$ cat config.mk
export PLATFORM = sky130hd
export DESIGN_NAME = ahb_burst_packer
export DESIGN_NICKNAME = d
export VERILOG_FILES = /design/src/rtl/ahb_pk_pkg.sv /design/src/rtl/ahb_pk_plan.sv /design/src/rtl/ahb_pk_dphase.sv /design/src/rtl/ahb_burst_packer.sv
export SDC_FILE = /design/constraint.sdc
export NUM_CORES = 1
export LEC_CHECK = 0
export BUFFER_PORTS_ARGS = -buffer_cell sky130_fd_sc_hd__buf_2
export CELL_PAD_IN_SITES_DETAIL_PLACEMENT = 1
export CELL_PAD_IN_SITES_GLOBAL_PLACEMENT = 2
export CORE_ASPECT_RATIO = 1.25
export CORE_MARGIN = 4
export CORE_UTILIZATION = 27
export DETAILED_ROUTE_END_ITERATION = 12
export GPL_TIMING_DRIVEN = 0
export PLACE_DENSITY_LB_ADDON = 0.1
export SYNTH_ARGS = -nofsm -noshare
export SYNTH_HDL_FRONTEND = slang
export SYNTH_SLANG_ARGS = --single-unit
$ cat constraint.sdc
create_clock -name clk -period 4 [get_ports clk]
set_input_delay 0.6 -clock clk [delete_from_list [all_inputs] [get_ports clk]]
set_output_delay 0.6 -clock clk [all_outputs]
set_load 0.1 [all_outputs]
$ cat src/rtl/ahb_pk_pkg.sv
package ahb_pk_pkg;
  localparam logic [1:0] TR_IDLE   = 2'b00;
  localparam logic [1:0] TR_NONSEQ = 2'b10;
  localparam logic [1:0] TR_SEQ    = 2'b11;

  localparam logic [2:0] BU_SINGLE = 3'b000;
  localparam logic [2:0] BU_INCR4  = 3'b011;
  localparam logic [2:0] BU_INCR8  = 3'b101;

  localparam logic [1:0] RS_OKAY   = 2'b00;
  localparam logic [1:0] RS_ERROR  = 2'b01;
  localparam logic [1:0] RS_RETRY  = 2'b10;
  localparam logic [1:0] RS_SPLIT  = 2'b11;

  localparam logic [2:0] SZ_WORD   = 3'b010;

  // greedy packet length for the number of words still unissued
  function automatic logic [3:0] pick_len(input int unsigned rem);
    if (rem >= 8)      return 4'd8;
    else if (rem >= 4) return 4'd4;
    else               return 4'd1;
  endfunction

  function automatic logic [2:0] burst_of(input logic [3:0] len);
    case (len)
      4'd8:    return BU_INCR8;
      4'd4:    return BU_INCR4;
      default: return BU_SINGLE;
    endcase
  endfunction
endpackage

$ cat src/rtl/ahb_pk_plan.sv
module ahb_pk_plan
  import ahb_pk_pkg::*;
#(
  parameter int CW = 8
) (
  input  logic [CW-1:0] rem,
  input  logic [3:0]    pkt_left,
  input  logic          broken,
  input  logic [2:0]    cur_burst,
  output logic [1:0]    plan_trans,
  output logic [2:0]    plan_burst,
  output logic [3:0]    pkt_left_nxt
);
  logic       fresh;
  logic [3:0] new_len;

  assign fresh   = (pkt_left == 4'd0);
  assign new_len = pick_len(32'(rem));

  always_comb begin
    if (fresh) begin
      plan_trans   = TR_NONSEQ;
      plan_burst   = burst_of(new_len);
      pkt_left_nxt = new_len - 4'd1;
    end else if (broken) begin
      plan_trans   = TR_NONSEQ;
      plan_burst   = BU_SINGLE;
      pkt_left_nxt = pkt_left - 4'd1;
    end else begin
      plan_trans   = TR_SEQ;
      plan_burst   = cur_burst;
      pkt_left_nxt = pkt_left - 4'd1;
    end
  end
endmodule

$ cat src/rtl/ahb_pk_dphase.sv
module ahb_pk_dphase
  import ahb_pk_pkg::*;
#(
  parameter int CW = 8
) (
  input  logic          clk,
  input  logic          rst_n,
  input  logic          start,
  input  logic          accept,
  input  logic          hready,
  input  logic [1:0]    hresp,
  input  logic [CW-1:0] a_idx,
  input  logic [CW-1:0] n,
  output logic          dp_valid,
  output logic [CW-1:0] dp_idx,
  output logic          word_ok,
  output logic          word_fail,
  output logic          word_err,
  output logic          last_ok
);
  logic [CW-1:0] cmp;
  logic          ends;

  assign ends      = hready && dp_valid;
  assign word_ok   = ends && (hresp == RS_OKAY);
  assign word_err  = ends && (hresp == RS_ERROR);
  assign word_fail = ends && ((hresp == RS_RETRY) || (hresp == RS_SPLIT));
  assign last_ok   = word_ok && ((cmp + 1'b1) == n);

  always_ff @(posedge clk or negedge rst_n) begin
    if (!rst_n) begin
      dp_valid <= 1'b0;
      dp_idx   <= '0;
      cmp      <= '0;
    end else if (start) begin
      dp_valid <= 1'b0;
      cmp      <= '0;
    end else begin
      if (hready) begin
        dp_valid <= accept;
        dp_idx   <= a_idx;
      end
      if (word_ok) cmp <= cmp + 1'b1;
    end
  end
endmodule

$ cat src/rtl/ahb_burst_packer.sv
module ahb_burst_packer
  import ahb_pk_pkg::*;
#(
  parameter int CW = 8
) (
  input  logic          clk,
  input  logic          rst_n,
  input  logic          req_valid,
  output logic          req_ready,
  input  logic [31:0]   req_addr,
  input  logic [CW-1:0] req_count,
  input  logic          req_write,
  output logic [CW-1:0] wr_idx,
  input  logic [31:0]   wr_word,
  output logic          rd_valid,
  output logic [CW-1:0] rd_idx,
  output logic [31:0]   rd_word,
  output logic          done,
  output logic          err,
  output logic          hbusreq,
  input  logic          hgrant,
  output logic [31:0]   haddr,
  output logic [1:0]    htrans,
  output logic          hwrite,
  output logic [2:0]    hsize,
  output logic [2:0]    hburst,
  output logic [31:0]   hwdata,
  input  logic [31:0]   hrdata,
  input  logic          hready,
  input  logic [1:0]    hresp
);
  logic          busy, own_q, wr_q, broken;
  logic [31:0]   base;
  logic [CW-1:0] n, a_idx, rem, dp_idx;
  logic [3:0]    pkt_left, pkt_left_nxt;
  logic [2:0]    cur_burst, plan_burst;
  logic [1:0]    plan_trans;
  logic          start, addr_act, accept, dp_valid;
  logic          word_ok, word_fail, word_err, last_ok;
  logic          grant_break;

  assign start    = req_valid && !busy;
  assign rem      = n - a_idx;
  assign addr_act = busy && own_q && (a_idx != n) && (hresp == RS_OKAY);
  assign accept   = addr_act && hready;
  // named event for the checker: grant lost with packet beats still unissued
  assign grant_break = busy && hready && !hgrant &&
                       (accept ? (pkt_left_nxt != 4'd0) : (pkt_left != 4'd0));

  ahb_pk_plan #(.CW(CW)) u_plan (
    .rem          (rem),
    .pkt_left     (pkt_left),
    .broken       (broken),
    .cur_burst    (cur_burst),
    .plan_trans   (plan_trans),
    .plan_burst   (plan_burst),
    .pkt_left_nxt (pkt_left_nxt)
  );

  ahb_pk_dphase #(.CW(CW)) u_dph (
    .clk       (clk),
    .rst_n     (rst_n),
    .start     (start),
    .accept    (accept),
    .hready    (hready),
    .hresp     (hresp),
    .a_idx     (a_idx),
    .n         (n),
    .dp_valid  (dp_valid),
    .dp_idx    (dp_idx),
    .word_ok   (word_ok),
    .word_fail (word_fail),
    .word_err  (word_err),
    .last_ok   (last_ok)
  );

  assign req_ready = !busy;
  assign hbusreq   = busy;
  assign htrans    = addr_act ? plan_trans : TR_IDLE;
  assign hburst    = plan_burst;
  assign hsize     = SZ_WORD;
  assign hwrite    = wr_q;
  assign haddr     = base + (32'(a_idx) << 2);
  assign hwdata    = wr_word;
  assign wr_idx    = dp_idx;
  assign rd_idx    = dp_idx;
  assign rd_word   = hrdata;
  assign rd_valid  = word_ok && !wr_q;

  always_ff @(posedge clk or negedge rst_n) begin
    if (!rst_n) begin
      busy      <= 1'b0;
      own_q     <= 1'b0;
      wr_q      <= 1'b0;
      broken    <= 1'b0;
      base      <= '0;
      n         <= '0;
      a_idx     <= '0;
      pkt_left  <= '0;
      cur_burst <= BU_SINGLE;
      done      <= 1'b0;
      err       <= 1'b0;
    end else begin
      done <= 1'b0;
      if (hready) own_q <= hgrant;
      if (start) begin
        busy     <= (req_count != '0);
        base     <= req_addr;
        n        <= req_count;
        wr_q     <= req_write;
        a_idx    <= '0;
        pkt_left <= '0;
        broken   <= 1'b0;
        err      <= 1'b0;
        done     <= (req_count == '0);
      end else if (busy) begin
        if (word_err) begin
          busy     <= 1'b0;
          err      <= 1'b1;
          pkt_left <= '0;
          broken   <= 1'b0;
        end else if (word_fail) begin
          // rewind to the failed word; it rejoins the packet as a single
          a_idx    <= dp_idx;
          pkt_left <= pkt_left + 4'd1;
          broken   <= 1'b1;
        end else begin
          if (accept) begin
            a_idx    <= a_idx + 1'b1;
            pkt_left <= pkt_left_nxt;
            if (pkt_left == 4'd0) cur_burst <= plan_burst;
            if (pkt_left_nxt == 4'd0) broken <= 1'b0;
            else if (!hgrant)         broken <= 1'b1;
          end else if (grant_break) begin
            broken <= 1'b1;
          end
          if (last_ok) begin
            busy <= 1'b0;
            done <= 1'b1;
          end
        end
      end
    end
  end
endmodule

==> run summary <==
The critical path starts at a_idx[0]. The tools report the total die area as 22700 um^2. The total number of vias is 4875, and the floorplan die width is 135 um. Across the VDD grid, the largest voltage drop is 0.585 mV.

For the I/O pin count, the log shows 238. Counting flops with an async set or reset pin after synthesis yields a share of 100%. The final number of max-transition violations was 0; the share of cells above drive strength 1 was 42.3%. Synthesis handed over a netlist of 607 instances. Input and output buffers added on the ports amount to 169. Post-detailed-route DRC marker count: 0. The worst register-to-register path has a depth of 16. The destination of the worst register-to-register timing path is broken. For the final setup skew, the log shows 0.00669 ns. The kind of cell adding the most delay to the critical path was simple AND/OR/NAND/NOR gates. The vertical extent of the die came out at 167 um. The number of flops mapped to enable cells by yosys is 0, and the clock latency of the later-clocked register in the worst-skew pair is 0.34 ns. The total design power is 6.96 mW. Entering global routing, the biggest net connects 42 pins. The buffering stage count on the worst path with inverters included is 2, and the mean instance size in the synthesized netlist is 9.04 um^2.

After layout, the worst path uses 95.9% of the clock period. The longest individual stage delay on the worst path came out at 0.54 ns. The run finished with clean final reports. The overall routing resource usage is 15.8%. TritonCTS built the clock tree.

The classification of the worst-slack hold path was in2async. The actual transition at the worst max-transition pin was 0.926 ns. In this run the static leakage power is 3.40 nW. The longest clock path from root to sink contains 2 buffers. The repair_antennas step left the layout with diodes totalling 0. Leaving out fill and tap cells, the most frequent cells in the layout are 160 x buf_2, 87 x buf_4, 77 x dfrtp_1. Counting distinct cell types in the post-synthesis netlist gives 59. By startpoint and endpoint, the worst setup path is classified as reg2out. Number of nets with antenna violations after routing: 0. The critical path capture point was hburst[1]. The clock sink count is 78.

The floorplan row count is 58. The run gives 3.40 ns as the required time reported for the critical path endpoint. The worst setup path is captured at an output port. For the critical path arrival, the log shows 3.23 ns. Setup violations remaining at the end of the flow were counted as 0. The flop-to-flop setup slack was 0.39 ns. For this configuration, the core starts out at a cell density of 27.4%.

Initial antenna violation count: 0. The post-synthesis to final-layout area growth works out to 31.6%. Max-cap violations in this run came to 0.

The number of register bits inferred by synthesis came out at 78. The clock tree synthesis step divided the H-tree into 3 levels. The cell area that synthesis handed to floorplanning was 5490 um^2. The top fanout value on the critical path was 7.

In this run the clock root is driven by a clkbuf_16. The average via count per standard cell works out to 4.57. The floorplan step defined a core boundary enclosing 20000 um^2.

Setup slack closes at 0.166 ns. Hold repair after CTS inserted 0 buffers. After clock tree synthesis, the clock-pin slew on the worst setup and hold paths is 0.06 ns. In the final routed layout, each cell accounts on average for 16.6 um. Hold timing on the final database bottoms out at a slack of 0.241 ns.

STA classifies the critical path startpoint as a register. Of the synthesized area, sequential elements account for 35.6%. Static timing analysis puts the maximum clock frequency at 261 MHz. Cells fill 36.0% of the core in the end. The detailed router finished its first iteration with 193 violations. Counting buffers and inverters, the worst setup path is 10 cells deep. Setup repair after global routing could not meet its margin everywhere. The startpoint of the worst register-to-register path was a_idx[0]. Routability-driven placement congestion ratio: 0.805.

The count of nets after finishing came out at 926. Walking the worst path, the cells encountered are ha_1 > inv_1 > fa_1 > and3_2 > o2111ai_1 > o311ai_2 > nor4_4 > nand3_1 > o31ai_1 > clkbuf_8. The worst path needs 3.83 ns of the cycle, external delays included.

The power per cell area was 964 nW/um^2. The via count of the first global-routing pass was 5330. The final number of hold-violating endpoints was 0; the post-DP HPWL was 14.2 mm. The run gives 17.7 mm as the total detailed-routing wirelength. Worst-case setup slack after placement: 0.0171 ns.

The wire length of the first global-routing pass is 28.6 mm, and the count of synthesis-stage warnings from yosys is 0. The most used flip-flop cell after synthesis is dfrtp_1. For this run, the detailed router's first-pass iteration total came to 4. The largest individual stage delay along the critical path comes from the cell nor4_4.

The most common library cell in the layout ignoring fill and taps was buf_2. Buffers inserted during clock tree synthesis total 9. After global routing the overflow that remains totals 0.

The logs give 37.8% for the tightest slew margin relative to the limit and 7220 um^2 for the cell area after layout. The placed instance area came out at 6780 um^2.
power by group:
| group | total, mW | internal, mW | switching, mW |
|---|---|---|---|
| Clock | 0.922 | 0.568 | 0.354 |
| Combinational | 4.61 | 1.14 | 3.47 |
| Sequential | 1.43 | 1.09 | 0.338 |
per-stage QoR:
step,instances,setup TNS [ns]
2_1_floorplan,608,0
3_3_place_gp,1047,0
3_5_place_dp,1048,0
4_1_cts,1064,0
5_1_grt,1066,-0.0545
6_report,1066,0
what timing repair did:
item                       in CTS  in global routing
hold endpoints to repair        0                  0
pin swaps                       1                  1
setup endpoints to repair      12                 24
resized for setup              17                 13
buffers inserted                0                  2
registers in the layout (all words and copies together), names as in the netlist:
register and flops:
hbusreq 1, pkt_left 4, base 32, u_dph.dp_valid 1
n 8, a_idx 8, broken 1, u_dph.cmp 8
u_dph.dp_idx 8, done 1, cur_burst 3, hwrite 1
own_q 1, err 1
worst min-delay path by stage:
stage | startpoint | to | slack, ns | cells past startpoint
after floorplan | rst_n | a_idx[0] | 0.30 | 0
after detailed placement | base[1] | base[1] | 0.51 | 1
after global routing | rst_n | err | 0.28 | 1
after CTS | rst_n | err | 0.26 | 1
after global placement | base[0] | base[0] | 0.50 | 1
final | rst_n | err | 0.24 | 1
cell families after synthesis:
kind of cell	after synthesis	share of synthesized area, %
compound gates	114	12.8
xor+xnor	45	7.19
fa+ha+maj	23	5.52
buf+inv	127	14.1
flops	78	35.6
mux	43	8.87
other cells	2	0.137
simple gates	175	15.8
cell usage after synthesis (4+ instances only):
cell type  instances  share of area, %
nor3_1            14               1.3
nand2b_1          10               1.1
ha_1              21               4.8
a21oi_1           33               3.0
clkbuf_1          18               1.2
inv_1             27               1.8
nor3b_1            5              0.68
nand3_1           16               1.5
buf_4             78                11
nand2_1           58               4.0
xnor2_1           15               2.4
a211oi_1           6              0.82
and3_1             8              0.91
nor2b_1            4              0.46
nor4_1             7              0.80
a21o_1             5              0.68
nor2_1            31               2.1
o21ai_0           37               3.4
nand4_1            4              0.46
dfrtp_1           78                36
mux2_2            41               8.4
xor2_1            30               4.8
cell type report:
cell class | instances | area [um^2]
flip-flops and latches | 78 | 1950
clock buffers | 10 | 239
multi-input cells | 403 | 2880
inverters | 27 | 101
fillers | 2419 | 12800
plain buffers | 100 | 673
clock inverters | 6 | 92.6
repair buffers | 172 | 936
well taps | 270 | 338
per-layer routing:
metal  routed length [um]  track usage [%]  vias to the layer above
met5                    0                0                        -
met4                  201             4.34                        0
met3                  940             2.88                       13
met2                 9610             29.5                      121
met1                 6960             18.2                     2367
li1                     -                -                     2374
No activity file was read; power rests on OpenSTA's default activity.
